<file path="src/rtl/acr_pkg.sv">
package acr_pkg;

    localparam int DATA_W = 32;

    typedef enum logic [1:0] {
        MULT_1X = 2'd0,
        MULT_2X = 2'd1,
        MULT_4X = 2'd2
    } mult_e;

    typedef struct packed {
        logic  ok;
        mult_e band;
    } rate_class_t;

    localparam logic [31:0] RATE_MIN   = 32'd30000;
    localparam logic [31:0] RATE_MAX   = 32'd210000;
    localparam logic [31:0] RATE_2X_TH = 32'd56000;
    localparam logic [31:0] RATE_4X_TH = 32'd112000;
    localparam logic [31:0] RATE_RESET = 32'd44100;

    function automatic rate_class_t classify_rate(input logic [31:0] hz);
        rate_class_t r;
        r.ok = (hz >= RATE_MIN) && (hz <= RATE_MAX);
        if (hz > RATE_4X_TH)      r.band = MULT_4X;
        else if (hz > RATE_2X_TH) r.band = MULT_2X;
        else                      r.band = MULT_1X;
        return r;
    endfunction

    function automatic logic sync_code_known(input logic [2:0] code);
        return (code == 3'b000) || (code == 3'b001) || (code == 3'b011) ||
               (code == 3'b100) || (code == 3'b101);
    endfunction

endpackage

</file>
<file path="src/rtl/acr_rate_unit.sv">
module acr_rate_unit
    import acr_pkg::*;
(
    input  logic        clk,
    input  logic        rst,
    input  logic        sel,
    input  logic [31:0] wdata,
    output logic [31:0] rate_q,
    output mult_e       mult_q,
    output logic        invalid_q
);
    rate_class_t cls;
    assign cls = classify_rate(wdata);

    always_ff @(posedge clk) begin
        if (rst) begin
            rate_q    <= RATE_RESET;
            mult_q    <= MULT_1X;
            invalid_q <= 1'b0;
        end else if (sel) begin
            rate_q    <= wdata;
            invalid_q <= !cls.ok;
            if (cls.ok) mult_q <= cls.band;
        end
    end


    bad_rate_holds_mult_chk: assert property (@(posedge clk) disable iff (rst)
        (sel && !cls.ok) |=> ($stable(mult_q) && invalid_q));


    mult_legal_chk: assert property (@(posedge clk) disable iff (rst)
        mult_q != 2'd3);
endmodule

</file>
<file path="src/rtl/acr_cfg_unit.sv">
module acr_cfg_unit
    import acr_pkg::*;
(
    input  logic        clk,
    input  logic        rst,
    input  logic        wr_en,
    input  logic        sel_w0,
    input  logic        sel_w1,
    input  logic        sel_w2,
    input  logic [31:0] wdata,
    output logic [31:0] cfg0_q,
    output logic [31:0] cfg1_q,
    output logic [31:0] cfg2_q,
    output logic [2:0]  sync_q,
    output logic        sync_err_q,
    output logic        autosync_q,
    output logic        led_q
);
    localparam int SYNC_LO = 10;
    localparam int VALID_BIT = 31;

    logic [1:0]  step_q;
    logic [31:0] hold0_q, hold1_q;
    logic        commit;
    logic [2:0]  code;

    assign commit = wr_en && sel_w2 && (step_q == 2'd2);
    assign code   = wdata[SYNC_LO +: 3];

    always_ff @(posedge clk) begin
        if (rst) begin
            step_q  <= 2'd0;
            hold0_q <= '0;
            hold1_q <= '0;
        end else if (wr_en) begin
            if (sel_w0) begin
                hold0_q <= wdata;
                step_q  <= 2'd1;
            end else if (sel_w1 && step_q == 2'd1) begin
                hold1_q <= wdata;
                step_q  <= 2'd2;
            end else begin
                step_q  <= 2'd0;
            end
        end
    end

    always_ff @(posedge clk) begin
        if (rst) begin
            cfg0_q     <= '0;
            cfg1_q     <= '0;
            cfg2_q     <= '0;
            sync_q     <= 3'b000;
            sync_err_q <= 1'b0;
            autosync_q <= 1'b0;
            led_q      <= 1'b1;
        end else if (commit) begin
            cfg0_q     <= hold0_q;
            cfg1_q     <= hold1_q;
            cfg2_q     <= wdata;
            autosync_q <= wdata[0];
            if (sync_code_known(code)) begin
                sync_q     <= code;
                sync_err_q <= 1'b0;
            end else begin
                sync_err_q <= 1'b1;
            end
            if (wdata[VALID_BIT]) led_q <= 1'b0;
        end
    end


    cfg_only_on_commit_chk: assert property (@(posedge clk) disable iff (rst)
        !commit |=> ($stable(cfg0_q) && $stable(cfg1_q) && $stable(cfg2_q)));


    bad_sync_keeps_src_chk: assert property (@(posedge clk) disable iff (rst)
        (commit && !sync_code_known(code)) |=> ($stable(sync_q) && sync_err_q));


    led_never_relit_chk: assert property (@(posedge clk) disable iff (rst)
        !$rose(led_q));
endmodule

</file>
<file path="src/rtl/acr_mute_unit.sv">
module acr_mute_unit #(
    parameter int NUM_CH    = 28,
    parameter int ADDR_W    = 8,
    parameter int MUTE_BASE = 'h40
) (
    input  logic              clk,
    input  logic              rst,
    input  logic              wr_en,
    input  logic [ADDR_W-1:0] addr,
    input  logic              sel_stream,
    input  logic              wbit,
    output logic [NUM_CH-1:0] mute_q,
    output logic              active_q
);
    logic stop;
    assign stop = wr_en && sel_stream && !wbit;

    always_ff @(posedge clk) begin
        if (rst)                      active_q <= 1'b0;
        else if (wr_en && sel_stream) active_q <= wbit;
    end

    for (genvar i = 0; i < NUM_CH; i++) begin : g_ch
        localparam logic [ADDR_W-1:0] CH_ADDR = ADDR_W'(MUTE_BASE + 4 * i);
        always_ff @(posedge clk) begin
            if (rst || stop)                    mute_q[i] <= 1'b1;
            else if (wr_en && addr == CH_ADDR)  mute_q[i] <= wbit;
        end
    end


    stop_mutes_all_chk: assert property (@(posedge clk) disable iff (rst)
        stop |=> ((&mute_q) && !active_q));
endmodule

</file>
<file path="src/rtl/acr_regs.sv">
module acr_regs
    import acr_pkg::*;
#(
    parameter int NUM_CH    = 28,
    parameter int ADDR_W    = 8,
    parameter int MUTE_BASE = 'h40
) (
    input  logic              clk,
    input  logic              rst,
    input  logic              wr_en,
    input  logic              rd_en,
    input  logic [ADDR_W-1:0] addr,
    input  logic [31:0]       wdata,
    output logic [31:0]       rdata,
    input  logic [31:0]       dev_status,
    output logic [1:0]        rate_mult,
    output logic              rate_invalid,
    output logic [2:0]        sync_src,
    output logic              sync_err,
    output logic              clk_autosync,
    output logic              host_led,
    output logic [NUM_CH-1:0] mute_flags,
    output logic              stream_active
);
    localparam logic [ADDR_W-1:0] A_RATE   = ADDR_W'('h00);
    localparam logic [ADDR_W-1:0] A_CFG0   = ADDR_W'('h14);
    localparam logic [ADDR_W-1:0] A_CFG1   = ADDR_W'('h18);
    localparam logic [ADDR_W-1:0] A_CFG2   = ADDR_W'('h1C);
    localparam logic [ADDR_W-1:0] A_STREAM = ADDR_W'('h24);
    localparam logic [ADDR_W-1:0] A_MBASE  = ADDR_W'(MUTE_BASE);
    localparam logic [ADDR_W-1:0] A_MEND   = ADDR_W'(MUTE_BASE + 4 * NUM_CH);
    localparam int IDX_W = $clog2(NUM_CH);

    logic [31:0] rate_q, cfg0, cfg1, cfg2;
    mult_e       mult;

    acr_rate_unit u_rate (
        .clk(clk), .rst(rst), .sel(wr_en && addr == A_RATE), .wdata(wdata),
        .rate_q(rate_q), .mult_q(mult), .invalid_q(rate_invalid)
    );

    acr_cfg_unit u_cfg (
        .clk(clk), .rst(rst), .wr_en(wr_en),
        .sel_w0(addr == A_CFG0), .sel_w1(addr == A_CFG1), .sel_w2(addr == A_CFG2),
        .wdata(wdata), .cfg0_q(cfg0), .cfg1_q(cfg1), .cfg2_q(cfg2),
        .sync_q(sync_src), .sync_err_q(sync_err), .autosync_q(clk_autosync),
        .led_q(host_led)
    );

    acr_mute_unit #(.NUM_CH(NUM_CH), .ADDR_W(ADDR_W), .MUTE_BASE(MUTE_BASE)) u_mute (
        .clk(clk), .rst(rst), .wr_en(wr_en), .addr(addr),
        .sel_stream(addr == A_STREAM), .wbit(wdata[0]),
        .mute_q(mute_flags), .active_q(stream_active)
    );

    assign rate_mult = mult;

    logic              in_mute;
    logic [ADDR_W-1:0] moff;
    logic [IDX_W-1:0]  midx;
    logic [31:0]       rd_next;

    assign in_mute = (addr >= A_MBASE) && (addr < A_MEND) && (addr[1:0] == 2'b00);
    assign moff    = addr - A_MBASE;
    assign midx    = IDX_W'(moff >> 2);

    always_comb begin
        rd_next = '0;
        if (addr == A_RATE)        rd_next = rate_q;
        else if (addr == A_CFG0)   rd_next = cfg0;
        else if (addr == A_CFG1)   rd_next = cfg1;
        else if (addr == A_CFG2)   rd_next = cfg2;
        else if (addr == A_STREAM) rd_next = {31'b0, stream_active};
        else if (addr == A_MBASE)  rd_next = dev_status;
        else if (in_mute)          rd_next = {31'b0, mute_flags[midx]};
    end

    always_ff @(posedge clk) begin
        if (rst)        rdata <= '0;
        else if (rd_en) rdata <= rd_next;
    end


    rdata_holds_chk: assert property (@(posedge clk) disable iff (rst)
        !rd_en |=> $stable(rdata));
endmodule

</file>
<file path="config.mk">
export PLATFORM = sky130hd
export DESIGN_NAME = acr_regs
export DESIGN_NICKNAME = d
export VERILOG_FILES = /design/src/rtl/acr_pkg.sv /design/src/rtl/acr_rate_unit.sv /design/src/rtl/acr_cfg_unit.sv /design/src/rtl/acr_mute_unit.sv /design/src/rtl/acr_regs.sv
export SDC_FILE = /design/constraint.sdc
export NUM_CORES = 1
export LEC_CHECK = 0
export BUFFER_PORTS_ARGS = -buffer_cell sky130_fd_sc_hd__buf_2
export CORE_UTILIZATION = 60
export DETAILED_ROUTE_END_ITERATION = 8
export PLACE_DENSITY = 0.82
export SYNTH_ARGS = -nofsm -noshare
export SYNTH_HDL_FRONTEND = slang
export SYNTH_SLANG_ARGS = --single-unit
</file>
<file path="constraint.sdc">
create_clock -name clk -period 3.3 [get_ports clk]
set_input_delay 0.33 -clock clk [delete_from_list [all_inputs] [get_ports clk]]
set_output_delay 0.33 -clock clk [all_outputs]
set_load 0.01 [all_outputs]
</file>
==> out/results.txt, run 1 <==
Mux contribution to synthesized area = 7.062%
Pint = 5.175 mW
ANT nets after route = 0
CTS Sinks = 263
Worst hold path depth = 3
Simple-Gate Fraction of Synth Area = 23.17%
Clock Path Buffers = 3
Post_cts resized = 0
DPL Wire Length = 17630 um
Worst-margin pin slew = 0.8179 ns
Max-slew violations = 0
Clock Tree Root = clkbuf_16
Worst skew pair latency = 0.53 ns
Peak fanout along the critical path = 35
Syn avg cell area = 7.786 um^2
Slack of the critical path = 1.212 ns
Synthesized area = 0.01106 mm^2
Rows = 49
Switching power = 1.412 mW
Postcts setup bufs = 0
Layout cells sized above 1 = 17.26%
RSZ-0062 raised after global routing = no
Residual DRC = 0
Post-synth EDFFs = 0
Routability congestion estimate = 0.8816
Worst Hold Class = in2reg
CTS tree = done
Layout area overhead = 15.20%
R2R setup slack = 1.59 ns
Final instance count without filler cells = 1748
Port Buf Inserts = 145
Leak = 4.656 nW
Count of state elements after synthesis = 263
Final instance area = 0.01274 mm^2
FF-to-FF Start = u_cfg.step_q[0]$_SDFFE_PP0P_
Clock power frac = 47.6%
WHS Endpoint = u_cfg.hold0_q[30]$_SDFFE_PP0P_
Final Hold Viols = 0
Final setup fails = 0
Yosys warnings = 0
Synth Area in Compound Gates = 17.30%
Synthesized instance count = 1420
Dpl ws = 0.7065 ns
Core footprint = 0.01802 mm^2
Main combinational cell family by area after synthesis = simple AND/OR/NAND/NOR gates
CP Launch Type = primary input
FFs w/ async S/R, synth = 0%
Die height = 137.7 um
Initial antenna violation count = 0
Reg clk slew, reported paths = 0.06 ns
Post-DP Area = 0.01182 mm^2
Critical R2R Capture = u_cfg.cfg1_q[19]$_SDFFE_PP0P_
CTS HTree Levels = 1
Critical Path RT = 3.70 ns
Setup CP Type = in2reg
R2r worst-path depth = 4
Post-synth top flop = dfxtp_1
Register area share after synthesis = 47.62%
Die Wd = 137.7 um
Vias = 10154
Crit. End Element = flop
Routed wire length = 28800 um
GR Overflow Total = 0
Cell taking the most area after synthesis = dfxtp_1
Fmax = 0.4789 GHz
Yosys top cell area share = 47.62%
Synth area leaders = dfxtp_1 48%, nand2_1 16%, a21oi_1 10%
Adder-Cell Fraction of Synth Area = 0%
Worst slew margin = 45.47%
Post-route minimum period = 2.088 ns
Top Ports = 146
Largest net degree at the start of global routing = 110
Clk_skew = 0.006842 ns
PwrDens = 517.2 mW/mm^2
Initial drt markers = 765
CTS buffer count = 26
Comb pwr share = 4.1%
Die ar. = 0.01897 mm^2
Vias in the first global route = 9224
Switch share = 21.44%
Wire per inst = 16.48 um
First-pass GRT wire length = 45820 um
CP Data Arrival Time = 2.49 ns
Initial Utilization = 61.34%
Final #Nets = 1575
Placed cells = 1700
Final Cycle Share = 63.28%
Sequential share of power = 48.3%
Drt pass-1 iters = 6
Synthesized net count = 1496
Gr usage total = 30.26%
Hold Path Origin = wdata[30]
XOR/XNOR share of the synthesized area = 0%
Drt via density = 5.809
Hold Buf Count CTS = 0
Synth cell types = 46
Setup TNS = 0 ns
Peak VDD IR = 0.4193 mV
Outcome = complete, no violations
Max Cap Viol = 0
[power by group through the flow]
stage	Clock, mW	Sequential [mW]	Combinational [mW]
after CTS	3.16	3.18	0.268
after global routing	3.30	3.18	0.294
after detailed placement	0	3.25	0.267
after floorplan	0	3.25	0.153
after global placement	0	3.25	0.266
final	3.14	3.18	0.273
[how the worst max path moves through the flow]
stage / start / endpoint / slack (ns) / cells past startpoint
4_1_cts: addr[3] / rdata[31]$_SDFFE_PP0P_ / 1.23 / 8
5_1_grt: addr[3] / rdata[27]$_SDFFE_PP0P_ / 0.99 / 8
6_report: addr[3] / rdata[20]$_SDFFE_PP0P_ / 1.21 / 8
3_3_place_gp: addr[3] / rdata[14]$_SDFFE_PP0P_ / 0.78 / 8
3_5_place_dp: addr[3] / rdata[20]$_SDFFE_PP0P_ / 0.71 / 8
2_1_floorplan: addr[3] / rdata[0]$_SDFFE_PP0P_ / 1.30 / 7
[critical path, stage by stage]
cell and delay, ns:
buf_2 0.23, nor4_1 0.48, nand3_2 0.62, buf_12 0.40, o21ai_0 0.16, a31oi_1 0.06
a21oi_1 0.13, nor2_1 0.06
[per-stage QoR]
| stage | power [mW] | hold WS (ns) | util (%) |
|---|---|---|---|
| 3_3_place_gp | 3.516 | 0.4364 | 65.58 |
| 2_1_floorplan | 3.404 | 0.4321 | - |
| 5_1_grt | 6.772 | 0.09060 | 70.64 |
| 3_5_place_dp | 3.517 | 0.4368 | 65.58 |
| 4_1_cts | 6.609 | 0.07858 | 70.64 |
| 6_report | 6.588 | 0.08924 | 70.66 |
[cell usage in the layout (no fill, tap or decap), types with 3 or more instances in the layout]
cell type	count
clkbuf_8	5
dfxtp_1	263
mux2_2	32
nor2b_1	4
nor3_1	8
nor3b_1	3
mux4_2	8
nor4_1	7
and3_1	7
bufinv_16	4
o21ai_0	43
a21oi_1	229
clkbuf_16	27
clkinv_2	5
buf_2	144
nand2b_1	8
mux2i_1	24
a22oi_1	31
nor2_1	56
nand3_1	15
inv_1	3
a31oi_1	34
nand4_1	7
nand3b_1	7
buf_4	27
clkbuf_1	6
nand2_1	477
buf_12	3
[layer usage]
layer | GRT usage (%) | wire, um | up-vias
met5 | 0 | 0 | -
li1 | - | - | 4938
met4 | 13.16 | 997 | 0
met1 | 40.21 | 12220 | 4739
met3 | 4.121 | 2200 | 76
met2 | 49.13 | 13380 | 401
[registers in the layout, indices dropped and copies added, names as in the netlist]
register          cells
rdata                32
u_cfg.cfg0_q         32
u_cfg.cfg1_q         32
u_cfg.cfg2_q         32
u_cfg.hold0_q        32
u_cfg.hold1_q        32
u_rate.rate_q        32
u_mute.mute_q        28
u_cfg.sync_q          3
u_cfg.step_q          2
u_rate.mult_q         2
u_cfg.led_q           1
u_cfg.sync_err_q      1
u_mute.active_q       1
u_rate.invalid_q      1
[cell type report]
type	instances	area, um^2
Fill cell	1461	5289
Sequential cell	263	5265
Multi-Input combinational cell	1030	5264
Timing Repair Buffer	175	994.7
Clock buffer	38	767.0
Tap cell	229	286.5
Clock inverter	9	145.1
Inverter	3	11.26
Antenna cell	1	2.502
[cell families (layout without fill, tap and decap cells)]
| group | after synthesis | count (layout) |
|---|---|---|
| DFF | 263 | 263 |
| other | 0 | 1 |
| muxes | 64 | 64 |
| AOI/OAI and AO/OA | 350 | 350 |
| buffers and inverters | 127 | 225 |
| and+or+nand+nor | 616 | 616 |
[cell usage after synthesis, drive strengths merged, types with 2 or more instances]
library cell and n:
a31oi 34, nor3b 3, a22oi 31, mux2i 24, a21oi 229, nor2b 4, and2 2, nor2 56
inv 3, nand2b 8, nor4b 2, buf 38, mux4 8, nand2 477, nand3 16, nand4 7
and4b 2, nor4 8, o211ai 2, clkbuf 86, o21ai 43, mux2 32, nand4bb 2, a21o 2
or3 2, nand3b 7, nand4b 2, a211oi 2, and3 7, dfxtp 263, nor3 9
(Power assumes the default switching activity.)
==> run 2: changes to the inputs <==
- CORE_UTILIZATION: 60 -> 52
- PLACE_DENSITY: 0.82 -> 0.76
- clock period: 3.3 -> 1.9 ns (I/O delays scaled with it)
==> out/results.txt, run 2 (synthesized netlist as in run 1, its figures left out) <==
Outcome = complete, no violations
Drt pass-1 iters = 5 (-1)
R2R setup slack = 0.21 ns (-1.38 ns)
Final Cycle Share = 96.64%
Worst Hold Class = in2reg
Top Ports = 146 (unchanged)
Commonest non-fill, non-tap cell in the layout = nand2_1
Leak = 5.053 nW (+8.5%)
Critical R2R Capture = rdata[0]$_SDFFE_PP0P_
PwrDens = 850.1 mW/mm^2 (+64%)
Port Buf Inserts = 145 (unchanged)
Crit path cell chain = dlygate4sd3_1, buf_2, nor3b_2, buf_4, and3_1, and4b_4, buf_12, nand2_1, a21oi_1
Layout area overhead = 22.30%
Hold Path Origin = rst
CTS buffer count = 28 (+7.7%)
Drt via density = 5.658 (-2.6%)
Critical Path RT = 2.35 ns (-1.35 ns)
ANT cells = 0 (-1)
ANT nets after route = 0 (unchanged)
Peak fanout along the critical path = 33 (-5.7%)
Clock Tree Root = clkbuf_16
Setup CP Type = in2reg
Worst skew pair latency = 0.53 ns (about the same)
Dpl ws = -0.1482 ns (-0.8547 ns)
Worst-margin pin slew = 0.6063 ns (-0.2116 ns)
Final #Nets = 1648 (+4.6%)
Clk_skew = 0.01014 ns (+0.003297 ns)
Slack of the critical path = 0.06383 ns (-1.148 ns)
Initial Utilization = 53.77% (-7.6 points)
Layout cells sized above 1 = 20.94% (+3.7 points)
Routed wire length = 31540 um (+9.5%)
Final Hold Viols = 0 (unchanged)
Commonest non-fill, non-tap cells in the layout = 477 x nand2_1, 263 x dfxtp_1, 229 x a21oi_1
Peak VDD IR = 0.6405 mV (+53%)
FF-to-FF Start = u_mute.mute_q[7]$_SDFFE_PP1P_
Post-DP Area = 0.01250 mm^2 (+5.7%)
Routability congestion estimate = 0.9101 (+3.2%)
R2r worst-path depth = 5 (+1)
Max Cap Viol = 0 (unchanged)
CP Data Arrival Time = 2.29 ns (-0.20 ns)
CTS HTree Levels = 1 (unchanged)
Postcts setup bufs = 0 (unchanged)
First-pass GRT wire length = 50290 um (+9.8%)
Core footprint = 0.02056 mm^2 (+14%)
Die ar. = 0.02185 mm^2 (+15%)
Largest net degree at the start of global routing = 71 (-35%)
Die height = 147.8 um (+7.3%)
Crit path max-delay family = buffers and inverters
Initial antenna violation count = 0 (unchanged)
RSZ-0062 raised after global routing = yes
Worst hold path depth = 2 (-1)
Worst path slowest cell = dlygate4sd3_1
Crit. End Element = flop
Initial drt markers = 725 (-5.2%)
GR Overflow Total = 0 (unchanged)
Worst slew margin = 59.27% (+14 points)
Vias = 10524 (+3.6%)
Total Power = 11.49 mW (+74%)
Clock Path Buffers = 3 (unchanged)
DPL Wire Length = 20230 um (+15%)
Worst Path Buf+Inv = 4 (+2)
Max-slew violations = 0 (unchanged)
Fmax = 0.5446 GHz
Final instance area = 0.01352 mm^2 (+6.2%)
CP Launch Type = primary input
Gr usage total = 28.61% (-1.7 points)
Worst path max stage delay = 0.52 ns (-0.10 ns)
Residual DRC = 0 (unchanged)
CTS Sinks = 263 (unchanged)
Die Wd = 147.8 um (+7.3%)
Final setup fails = 0 (unchanged)
Vias in the first global route = 9686 (+5.0%)
Crit path from = wr_en
Rows = 52 (+6.1%)
Reg clk slew, reported paths = 0.06 ns (about the same)
WHS Endpoint = rdata[5]$_SDFFE_PP0P_
Wire per inst = 16.96 um (+2.9%)
CTS tree = done
Post-route minimum period = 1.836 ns
[run 2: changes by cell type in the layout (fill, tap and decap cells not counted), moves of 2 or more]
cell	delta
clkbuf_16	+2
buf_6	+2
dlygate4sd3_1	+8
clkbuf_8	+3
buf_12	+12
bufinv_16	-3
buf_4	+49
clkbuf_1	-3
[run 2: power breakdown]
group / internal (mW) / switching, mW
logic: 0.222 / 0.374
registers: 5.52 / 0.00325
clock network: 3.21 / 2.16
total: 8.95 / 2.54
[run 2: worst reg2reg max path, cell delays in order, from the launching register on]
cell and delay, ns:
dfxtp_1 0.33, mux4_2 0.49, mux4_2 0.46, nand2b_1 0.15, nand4_1 0.07, nand3_1 0.07
[run 2: area by class of cell]
class                      count  area (um^2)
tap                          270        337.8
multi-input combinational   1030         5283
inverter                       3        11.26
timing repair buffer         246         1705
fill                        1790         7039
clock buffer                  40        847.1
sequential                   263         5265
clock inverter                 8        71.32
[run 2: routing by layer]
layer | share of wire, % | track usage (%) | wire [um] | vias to the layer above
met5 | 0 | 0 | 0 | -
li1 | - | - | - | 5100
met2 | 47 | 48.14 | 14970 | 396
met1 | 43 | 38.51 | 13600 | 4977
met4 | 2.1 | 8.041 | 649 | 0
met3 | 7.4 | 3.642 | 2328 | 51
[run 2: worst max-delay path by stage]
stage	slack, ns	cells after the start	endpoint
floorplan	0.04	7	rdata[0]$_SDFFE_PP0P_
global placement	-0.11	7	u_rate.mult_q[0]$_SDFFE_PP0P_
detailed placement	-0.15	7	u_rate.mult_q[0]$_SDFFE_PP0P_
CTS	0.02	8	u_rate.mult_q[0]$_SDFFE_PP0P_
global route	-0.05	8	u_rate.mult_q[0]$_SDFFE_PP0P_
finish	0.06	9	u_cfg.cfg1_q[18]$_SDFFE_PP0P_
[run 2: timing repair]
item / 4_1_cts / 5_1_grt
gates resized for setup: 0 / 6
setup endpoints to repair: 0 / 85
endpoints found under the hold margin: 26 / 0
hold buffers: 8 / 0
[run 2: through the flow]
stage / instances / hold WS [ns] / setup TNS, ns / utilization (%)
final: 1860 / 0.04681 / 0 / 65.76
after global routing: 1860 / 0.04464 / -0.08468 / 65.76
after CTS: 1860 / 0.02671 / 0 / 65.63
after detailed placement: 1804 / 0.4416 / -0.1579 / 60.78
after global placement: 1804 / 0.4330 / -0.1078 / 60.78
after floorplan: 1420 / 0.3141 / 0 / -
